<file path="config.mk">
export PLATFORM = sky130hd
export DESIGN_NAME = boot_dma
export DESIGN_NICKNAME = d
export VERILOG_FILES = /design/src/rtl/boot_dma_pkg.sv /design/src/rtl/boot_dma_issue.sv /design/src/rtl/boot_dma_pack.sv /design/src/rtl/boot_dma.sv
export SDC_FILE = /design/constraint.sdc
export NUM_CORES = 1
export LEC_CHECK = 0
export CELL_PAD_IN_SITES_DETAIL_PLACEMENT = 1
export CELL_PAD_IN_SITES_GLOBAL_PLACEMENT = 1
export CORE_MARGIN = 8
export CORE_UTILIZATION = 44
export CTS_CLUSTER_DIAMETER = 100
export DETAILED_ROUTE_END_ITERATION = 12
export PLACE_DENSITY_LB_ADDON = 0.1
export SLEW_MARGIN = 20
export SYNTH_ARGS = -nofsm -noshare
export SYNTH_HDL_FRONTEND = slang
export SYNTH_SLANG_ARGS = --single-unit
</file>
<file path="constraint.sdc">
create_clock -name clk_i -period 3.3 [get_ports clk_i]
set_input_delay 0.495 -clock clk_i [delete_from_list [all_inputs] [get_ports clk_i]]
set_output_delay 0.495 -clock clk_i [all_outputs]
set_load 0.01 [all_outputs]
</file>
<file path="src/rtl/boot_dma_pkg.sv">
package boot_dma_pkg;
  localparam int PAGE_W = 8;
  localparam int BYTE_W = 8;
  localparam int WORD_W = 24;
  localparam logic [15:0] CTRL_MASK = 16'hFF0F;

  typedef enum logic [1:0] {
    SEL_PTR  = 2'd0,
    SEL_OFS  = 2'd1,
    SEL_CTRL = 2'd2,
    SEL_CNT  = 2'd3
  } reg_sel_e;

  typedef enum logic [1:0] {
    PK_PROG24 = 2'd0,
    PK_DATA16 = 2'd1,
    PK_HIBYTE = 2'd2,
    PK_LOBYTE = 2'd3
  } pack_mode_e;

  function automatic logic [1:0] bytes_per_word(input logic [1:0] mode);
    case (mode)
      PK_PROG24: return 2'd3;
      PK_DATA16: return 2'd2;
      default:   return 2'd1;
    endcase
  endfunction
endpackage

</file>
<file path="src/rtl/boot_dma_issue.sv">
module boot_dma_issue #(
  parameter int ADDR_W = 14,
  parameter int BA_W   = 22
) (
  input  logic              clk_i,
  input  logic              rst_ni,
  input  logic              start_i,
  input  logic [BA_W-1:0]   start_addr_i,
  input  logic [1:0]        nb_i,
  input  logic [ADDR_W-1:0] words_i,
  output logic              re_o,
  output logic [BA_W-1:0]   addr_o,
  output logic              last_byte_o
);
  logic [BA_W-1:0]   ptr_q;
  logic [1:0]        idx_q;
  logic [ADDR_W-1:0] left_q;
  logic              act_q;

  assign re_o        = act_q;
  assign addr_o      = ptr_q;
  assign last_byte_o = act_q && (idx_q == nb_i - 2'd1);

  always_ff @(posedge clk_i or negedge rst_ni) begin
    if (!rst_ni) begin
      ptr_q  <= '0;
      idx_q  <= '0;
      left_q <= '0;
      act_q  <= 1'b0;
    end else if (start_i) begin
      ptr_q  <= start_addr_i;
      idx_q  <= '0;
      left_q <= words_i;
      act_q  <= 1'b1;
    end else if (act_q) begin
      ptr_q <= ptr_q + 1'b1;
      if (last_byte_o) begin
        idx_q  <= '0;
        left_q <= left_q - 1'b1;
        if (left_q == {{(ADDR_W-1){1'b0}}, 1'b1}) act_q <= 1'b0;
      end else begin
        idx_q <= idx_q + 2'd1;
      end
    end
  end
endmodule

</file>
<file path="src/rtl/boot_dma_pack.sv">
module boot_dma_pack import boot_dma_pkg::*; (
  input  logic              clk_i,
  input  logic              rst_ni,
  input  logic              re_i,
  input  logic              last_i,
  input  logic [1:0]        mode_i,
  input  logic [BYTE_W-1:0] byte_i,
  output logic              pend_o,
  output logic              we_o,
  output logic [WORD_W-1:0] word_o
);
  logic        rv_q, rlast_q;
  logic [15:0] acc_q;

  assign pend_o = rv_q;
  assign we_o   = rv_q && rlast_q;

  always_ff @(posedge clk_i or negedge rst_ni) begin
    if (!rst_ni) begin
      rv_q    <= 1'b0;
      rlast_q <= 1'b0;
      acc_q   <= '0;
    end else begin
      rv_q    <= re_i;
      rlast_q <= last_i;
      if (rv_q) acc_q <= {acc_q[7:0], byte_i};
    end
  end

  always_comb begin
    case (mode_i)
      PK_PROG24: word_o = {acc_q, byte_i};
      PK_DATA16: word_o = {8'h00, acc_q[7:0], byte_i};
      PK_HIBYTE: word_o = {8'h00, byte_i, 8'h00};
      default:   word_o = {16'h0000, byte_i};
    endcase
  end
endmodule

</file>
<file path="src/rtl/boot_dma.sv">
module boot_dma import boot_dma_pkg::*; #(
  parameter int ADDR_W = 14
) (
  input  logic                     clk_i,
  input  logic                     rst_ni,
  input  logic                     reg_we_i,
  input  logic [1:0]               reg_sel_i,
  input  logic [15:0]              reg_wdata_i,
  output logic [15:0]              reg_rdata_o,
  output logic                     bmem_re_o,
  output logic [ADDR_W+PAGE_W-1:0] bmem_addr_o,
  input  logic [BYTE_W-1:0]        bmem_data_i,
  output logic                     dst_we_o,
  output logic                     dst_prog_o,
  output logic [ADDR_W-1:0]        dst_addr_o,
  output logic [WORD_W-1:0]        dst_data_o,
  output logic                     busy_o,
  output logic                     done_irq_o,
  output logic                     core_rst_o,
  output logic                     dir_err_o
);
  localparam int BA_W = ADDR_W + PAGE_W;

  logic [ADDR_W-1:0] ptr_q, ofs_q, cnt_q;
  logic [15:0]       ctrl_q;
  logic              done_q, rst_q, err_q;

  logic [ADDR_W-1:0] wval;
  logic              wr_ok, start, go, zero, bad_dir, fin;
  logic              iss_last, pk_pend, pk_we;
  logic [BA_W-1:0]   iss_addr;
  logic [1:0]        nb;

  assign wval    = reg_wdata_i[ADDR_W-1:0];
  assign wr_ok   = reg_we_i && !busy_o;
  assign start   = wr_ok && (reg_sel_i == SEL_CNT);
  assign bad_dir = start && ctrl_q[2];
  assign go      = start && !ctrl_q[2] && (wval != '0);
  assign zero    = start && !ctrl_q[2] && (wval == '0);
  assign nb      = bytes_per_word(ctrl_q[1:0]);
  assign fin     = pk_we && !bmem_re_o;

  boot_dma_issue #(.ADDR_W(ADDR_W), .BA_W(BA_W)) u_issue (
    .clk_i        (clk_i),
    .rst_ni       (rst_ni),
    .start_i      (go),
    .start_addr_i ({ctrl_q[15:8], ofs_q}),
    .nb_i         (nb),
    .words_i      (wval),
    .re_o         (bmem_re_o),
    .addr_o       (iss_addr),
    .last_byte_o  (iss_last)
  );

  boot_dma_pack u_pack (
    .clk_i  (clk_i),
    .rst_ni (rst_ni),
    .re_i   (bmem_re_o),
    .last_i (iss_last),
    .mode_i (ctrl_q[1:0]),
    .byte_i (bmem_data_i),
    .pend_o (pk_pend),
    .we_o   (pk_we),
    .word_o (dst_data_o)
  );

  assign bmem_addr_o = iss_addr;
  assign busy_o      = bmem_re_o || pk_pend;
  assign dst_we_o    = pk_we;
  assign dst_prog_o  = (ctrl_q[1:0] == PK_PROG24);
  assign dst_addr_o  = ptr_q;
  assign done_irq_o  = done_q;
  assign core_rst_o  = rst_q;
  assign dir_err_o   = err_q;

  always_ff @(posedge clk_i or negedge rst_ni) begin
    if (!rst_ni) begin
      ptr_q  <= '0;
      ofs_q  <= '0;
      ctrl_q <= '0;
      cnt_q  <= '0;
      done_q <= 1'b0;
      rst_q  <= 1'b0;
      err_q  <= 1'b0;
    end else begin
      if (wr_ok) begin
        case (reg_sel_i)
          SEL_PTR:  ptr_q  <= wval;
          SEL_OFS:  ofs_q  <= wval;
          SEL_CTRL: ctrl_q <= reg_wdata_i & CTRL_MASK;
          default:  cnt_q  <= wval;
        endcase
      end
      if (pk_we) ptr_q <= ptr_q + 1'b1;
      if (fin) begin
        ofs_q         <= iss_addr[ADDR_W-1:0];
        ctrl_q[15:8]  <= iss_addr[BA_W-1:ADDR_W];
        cnt_q         <= '0;
      end
      done_q <= (fin || zero) && !ctrl_q[3];
      rst_q  <= (fin || zero) && ctrl_q[3];
      if (bad_dir)        err_q <= 1'b1;
      else if (go || zero) err_q <= 1'b0;
    end
  end

  always_comb begin
    reg_rdata_o = '0;
    case (reg_sel_i)
      SEL_PTR:  reg_rdata_o[ADDR_W-1:0] = ptr_q;
      SEL_OFS:  reg_rdata_o[ADDR_W-1:0] = ofs_q;
      SEL_CTRL: reg_rdata_o = ctrl_q;
      default:  reg_rdata_o[ADDR_W-1:0] = cnt_q;
    endcase
  end
endmodule

</file>
== Word-level counts from Yosys, hierarchy flattened ==
Index checks and enable logic that the tools add are counted.

* Add/sub/neg operators: 5
* Multiply operators: 0
* Divide/modulo/power cells: 0
* Order comparisons: 0
* Equal/unequal tests: 8
* Shifts and indexed selects: 0
* Muxes and demuxes: 30
* Bitwise operators: 0
* Reduce and logical (&&, ||, !) cells: 37

{| class="wikitable"
|+ Operators with widths
! kind !! number
|-
| $mux W14 || 12
|-
| $pmux W24 S3 || 1
|-
| $mux W22 || 2
|-
| $pmux W14 S3 || 1
|-
| $mux W16 || 2
|-
| $add A22 B1 Y22 const B || 1
|-
| $reduce_bool A2 Y1 || 8
|-
| $add A14 B1 Y14 const B || 1
|-
| $eq A14 B1 Y1 const B || 1
|-
| $logic_not A14 Y1 || 1
|-
| $reduce_bool A14 Y1 || 1
|-
| $sub A14 B1 Y14 const B || 1
|-
| $reduce_and A2 Y1 || 6
|-
| $logic_and A1 B1 Y1 || 11
|-
| $mux W2 || 4
|-
| $mux W8 || 1
|-
| $eq A2 B2 Y1 const B || 3
|-
| $mux W1 || 6
|-
| $eq A2 B1 Y1 const B || 2
|-
| $logic_not A1 Y1 || 4
|-
| $logic_not A2 Y1 || 2
|-
| $pmux W2 S2 || 1
|-
| $logic_or A1 B1 Y1 || 3
|-
| $reduce_or A3 Y1 || 1
|-
| other kinds (4) || 4
|}

* Flip-flop bits (word level): 114
* Bits in latches: 0
* Memory bits (writable): 0
* Memory bits (read-only): 0
* Input port bits: 29
* Output and inout bits: 83
* Word-level logic and storage cells: 95
* Memories kept: 0

== Depth between registers and ports, before layout ==
* Depth in word-level cells: 9
* Gate-level depth with buffers: 8
* Gate-level depth less buffers: 7

== Cells and area by module ==
Synthesis repeated with hierarchy kept, for this count alone.

* Cells, all modules: 638
* Area total of the unflattened synthesis: 6327.3 um2

{| class="wikitable"
|+ Modules (own cells, without submodules)
! module !! instances !! cells an instance !! area each (um2) !! seq. area each (um2)
|-
| boot_dma || 1 || 312 || 3116.7 || 1426.4
|-
| boot_dma_issue || 1 || 260 || 2312.2 || 975.9
|-
| boot_dma_pack || 1 || 66 || 898.4 || 450.4
|}

== Worst setup path before layout ==
No wires, ideal clock.

* Path type: input -> output
* Start point: input reg_sel_i[1]
* End point: output reg_rdata_o[8]
* Data arrival time: 1.702 ns
* Data required time: 2.805 ns
* Slack: 1.103 ns
* Cell stages on the path: 4
* Buffers on the path: 3
* Cell sequence: clkbuf_1 -> clkbuf_1 -> clkbuf_1 -> mux4_2

* Cells in the longest elaborated chain, start to end: 2
* Elaborated cells between the ends (all ways): 4
* Classes of those cells: 2 x eq/ne; 1 x mux; 1 x reduce/logical

{| class="wikitable"
|+ Ends and longest elaborated chain
! item !! RTL line !! source
|-
| start: declaration || boot_dma.sv:7 || <nowiki>input logic [1:0] reg_sel_i,</nowiki>
|-
| $eq A2 B2 Y1 (tied with other cells) || boot_dma.sv:109 || <nowiki>case (reg_sel_i)</nowiki>
|-
| $pmux W14 S3 * || boot_dma.sv:109 ||
|-
| end: declaration || boot_dma.sv:9 || <nowiki>output logic [15:0] reg_rdata_o,</nowiki>
|}

Every way passes the cells marked *; elsewhere a longest branch is shown, timed or not.

== Worst setup path in the final report ==
* Start point: register ctrl_q[1]
* End point: output dst_data_o[15]

* Cells in the longest elaborated chain, start to end: 2
* Elaborated cells between the ends (all ways): 4
* Classes of those cells: 2 x eq/ne; 1 x mux; 1 x reduce/logical

{| class="wikitable"
|+ Ends and longest elaborated chain
! item !! RTL line !! source
|-
| start: declaration || boot_dma.sv:25 || <nowiki>logic [15:0] ctrl_q;</nowiki>
|-
| start signal: assignment || boot_dma.sv:90 || <nowiki>SEL_CTRL: ctrl_q <= reg_wdata_i & CTRL_MASK;</nowiki>
|-
| $eq A2 B2 Y1 (tied with other cells) || boot_dma_pack.sv:31 || <nowiki>case (mode_i)</nowiki>
|-
| $pmux W24 S3 * || boot_dma_pack.sv:31 ||
|-
| end: declaration || boot_dma.sv:16 || <nowiki>output logic [WORD_W-1:0] dst_data_o,</nowiki>
|}

Marked as above.

==> impl_metrics.yaml <==
synth:
  ys.flop_type: "dfrtp_1"
  syn_area_um2: 6127
  syn_avg_cell_area_um2: 9.514
  synth-edff-count: 0
  yosys-top-cells-area: "dfrtp_1 47%, nand2_1 6.6%, mux2i_1 4.4%, mux4_2 3.7%, o21ai_1 3.0%"
  yosysUniqueCellTypes: 57
  yosysWarnings: 0
  synth_top_cell_by_area: "dfrtp_1"
  ys_async_sr_fraction_pct: 100.0
  ys_ff_latch: 114
  syn_nets: 677
  yosysTopAreaCellShare_pct: 46.56
  synth.most_common_cell: "dfrtp_1"
  synth_common_cells: "114 x dfrtp_1, 108 x nand2_1, 37 x o21ai_1, 36 x o21ai_0, 35 x nor2_1"
  yosysSeqAreaShare_pct: 46.56
  syn_inst: 644
clocking:
  cts_max_level: 4
  clkSinkCount: 114
  cts_setup_buffers: 0
  path_clk_slew_ns: 0.05
  root_buffer: "clkbuf_16"
  clockBufferDepth: 2
  hold_buffers: 0
  clock_latency_ns: 0.42
  numCtsBuffers: 17
  cts_resized: 0
  cts_tree: "yes"
power:
  p_sw_share_pct: 39.47
  finalPower_mw: 7.773
  power_switching_mw: 3.068
  p_leak_nw: 3.291
  clkPwrFrac_pct: 21.6
  ir_worst_vdd_uv: 397.6
  intPower_mw: 4.705
  combPwrFrac_pct: 41.3
  power_density_nw_per_um2: 972.0
  p_seq_share_pct: 37.2
global_route:
  gr-total-overflow: 0
  globalRouteTotalUtil_pct: 24.91
  antenna_found_initial: 0
  grt_max_degree: 58
  grt_pass1_vias: 6070
  grt_pass1_wl_um: 34400
sta:
  worstMarginPinSlew_ns: 0.8791
  max_freq_mhz: 320.1
  period_share_pct: 94.67
  hold_violations: 0
  timing.setup.tns_ns: 0
  skew_ns: 0.005083
  slew_headroom_pct: 41.39
  maxSlewViolCount: 0
  finalCriticalPeriod_ns: 3.124
  rsz0062_at_grt: "no"
  finalSetupViolCount: 0
placement:
  dp_hpwl_um: 15910
  numPortBuffers: 111
  place_inst: 917
  place_congestion: 0.8605
floorplanning:
  die_h_um: 134.0
  io_pins: 112
  rows: 43
  core_um2: 13720
  dieWidth_um: 134.0
  die_area_um2: 17960
  initial_core_util_pct: 44.66
setup_path:
  critPathKind: "reg2out"
  critPathSlowestCell: "dfrtp_1"
  crit_path_end: "dst_data_o[15]"
  end_kind: "primary output"
  critPathLaunchType: "register"
  path_depth: 4
  worst-path-max-fanout: 18
  r2r_end: "u_issue.left_q[7]$_DFFE_PN0P_"
  path_buf_inv: 1
  max_stage_delay_ns: 0.74
  r2r-start: "ctrl_q[1]$_DFFE_PN0P_"
  r2r_slack_ns: 0.50
  critPathTopFamily: "simple AND/OR/NAND/NOR gates"
  worstSetupStartpoint: "ctrl_q[1]$_DFFE_PN0P_"
  critPathArrivalTime_ns: 2.63
  r2r_cells: 6
  worstPathCellList: "nor2b_1 > nand2_1 > o21ai_0 > clkdlybuf4s50_1"
  crit_required_ns: 2.80
detailed_routing:
  drtIter0Drc: 383
  drc: 0
  wl_um: 21780
  wl_per_cell_um: 22.95
  vias: 5628
  avgViaCountPerCell: 5.930
  ant_nets: 0
  firstDrtPassIters: 4
flow_run:
  timing.max_cap.violations: 0
cells_and_area:
  fin_cells: 949
  drive_gt1_share_pct: 10.79
  area.growth.synth_to_final_pct: 30.53
  fin_nets: 789
  diodes: 0
hold_path:
  hp-class: "in2async"
run_status:
  outcome: "finished clean"
==> registers in the layout, summed over array words and instances, names as in the netlist <==
name,flops
core_rst_o,1
u_issue.left_q,14
u_issue.addr_o,22
u_pack.rlast_q,1
ctrl_q,12
dst_addr_o,14
u_issue.re_o,1
dir_err_o,1
ofs_q,14
cnt_q,14
u_issue.idx_q,2
u_pack.pend_o,1
u_pack.acc_q,16
done_irq_o,1
==> how the worst min path moves through the flow <==
stage / start / end / slack [ns]
2_1_floorplan: rst_ni / cnt_q[0]$_DFFE_PN0P_ / 0.20
3_3_place_gp: u_pack.acc_q[14]$_DFFE_PN0P_ / u_pack.acc_q[14]$_DFFE_PN0P_ / 0.48
3_5_place_dp: u_pack.acc_q[13]$_DFFE_PN0P_ / u_pack.acc_q[13]$_DFFE_PN0P_ / 0.49
4_1_cts: rst_ni / u_pack.acc_q[6]$_DFFE_PN0P_ / 0.17
5_1_grt: rst_ni / u_pack.acc_q[6]$_DFFE_PN0P_ / 0.20
6_report: rst_ni / u_pack.acc_q[6]$_DFFE_PN0P_ / 0.15
==> layout by cell type, fill, tap and decap left out, types with 3 or more instances in the layout <==
| cell | instances |
|---|---|
| and3_1 | 12 |
| o21ai_0 | 36 |
| nand4_1 | 7 |
| mux2i_1 | 27 |
| o211ai_1 | 5 |
| a311oi_1 | 6 |
| nand2_1 | 108 |
| nor3_1 | 12 |
| nand3_1 | 20 |
| inv_1 | 12 |
| clkbuf_8 | 5 |
| clkdlybuf4s50_1 | 110 |
| buf_4 | 21 |
| mux4_2 | 10 |
| and4_1 | 4 |
| clkinv_2 | 5 |
| clkbuf_1 | 5 |
| mux2_2 | 12 |
| nor4_1 | 7 |
| or2_1 | 3 |
| nor2b_1 | 4 |
| xnor2_1 | 8 |
| dfrtp_1 | 114 |
| or3_1 | 4 |
| nor3b_1 | 3 |
| and2_1 | 20 |
| a22oi_1 | 13 |
| xor2_1 | 15 |
| clkbuf_16 | 17 |
| ha_1 | 4 |
| o21ai_1 | 37 |
| a221o_1 | 7 |
| a211oi_1 | 8 |
| nor2_1 | 34 |
| a21oi_1 | 26 |
==> per-stage QoR <==
stage	hold WS (ns)	area (um2)	setup WS [ns]	util, %
global route	0.1990	7998	0.04909	58.29
finish	0.1525	7998	0.1757	58.29
floorplan	0.1994	6127	1.103	-
global placement	0.4813	7460	0.4585	54.37
CTS	0.1747	7998	0.1409	58.29
detailed placement	0.4914	7460	0.4382	54.37
==> logic make-up (layout without fill, tap and decap cells) <==
family	Yosys count	after routing	share of synthesized area, %
AO/OA/AOI/OAI	151	151	15.23
XOR/XNOR	23	23	3.288
adder cells (fa/ha/maj)	4	4	0.8169
buffers and inverters	52	177	3.757
flip-flops	114	114	46.56
multiplexers	49	49	10.29
AND/OR/NAND/NOR	251	251	20.05
==> routing by layer <==
metal  wire length [um]  global-route usage (%)  part of all wire, %
met3               1226                   5.684                  5.6
met2              10530                   40.88                   48
met5                  0                       0                    0
met1               9308                   30.42                   43
met4                709                   11.98                  3.3
==> cell type report <==
class                   count  area (um2)
clock inverters             5       25.02
repair buffers            132        1279
inverters                  13       51.30
clock buffers              27       513.0
flip-flops and latches    114        2853
well taps                 180       225.2
fillers                  1539        5722
multi-input cells         478        3052
==> power by group through the flow <==
| stage | clock network (mW) | registers [mW] | logic (mW) |
|---|---|---|---|
| finish | 1.68 | 2.89 | 3.21 |
| global route | 1.76 | 2.96 | 3.51 |
| CTS | 1.70 | 2.87 | 3.26 |
| detailed placement | 0 | 2.88 | 3.23 |
| global placement | 0 | 2.85 | 3.12 |
| floorplan | 0 | 2.59 | 1.76 |
No activity file was read; power rests on OpenSTA's default activity.
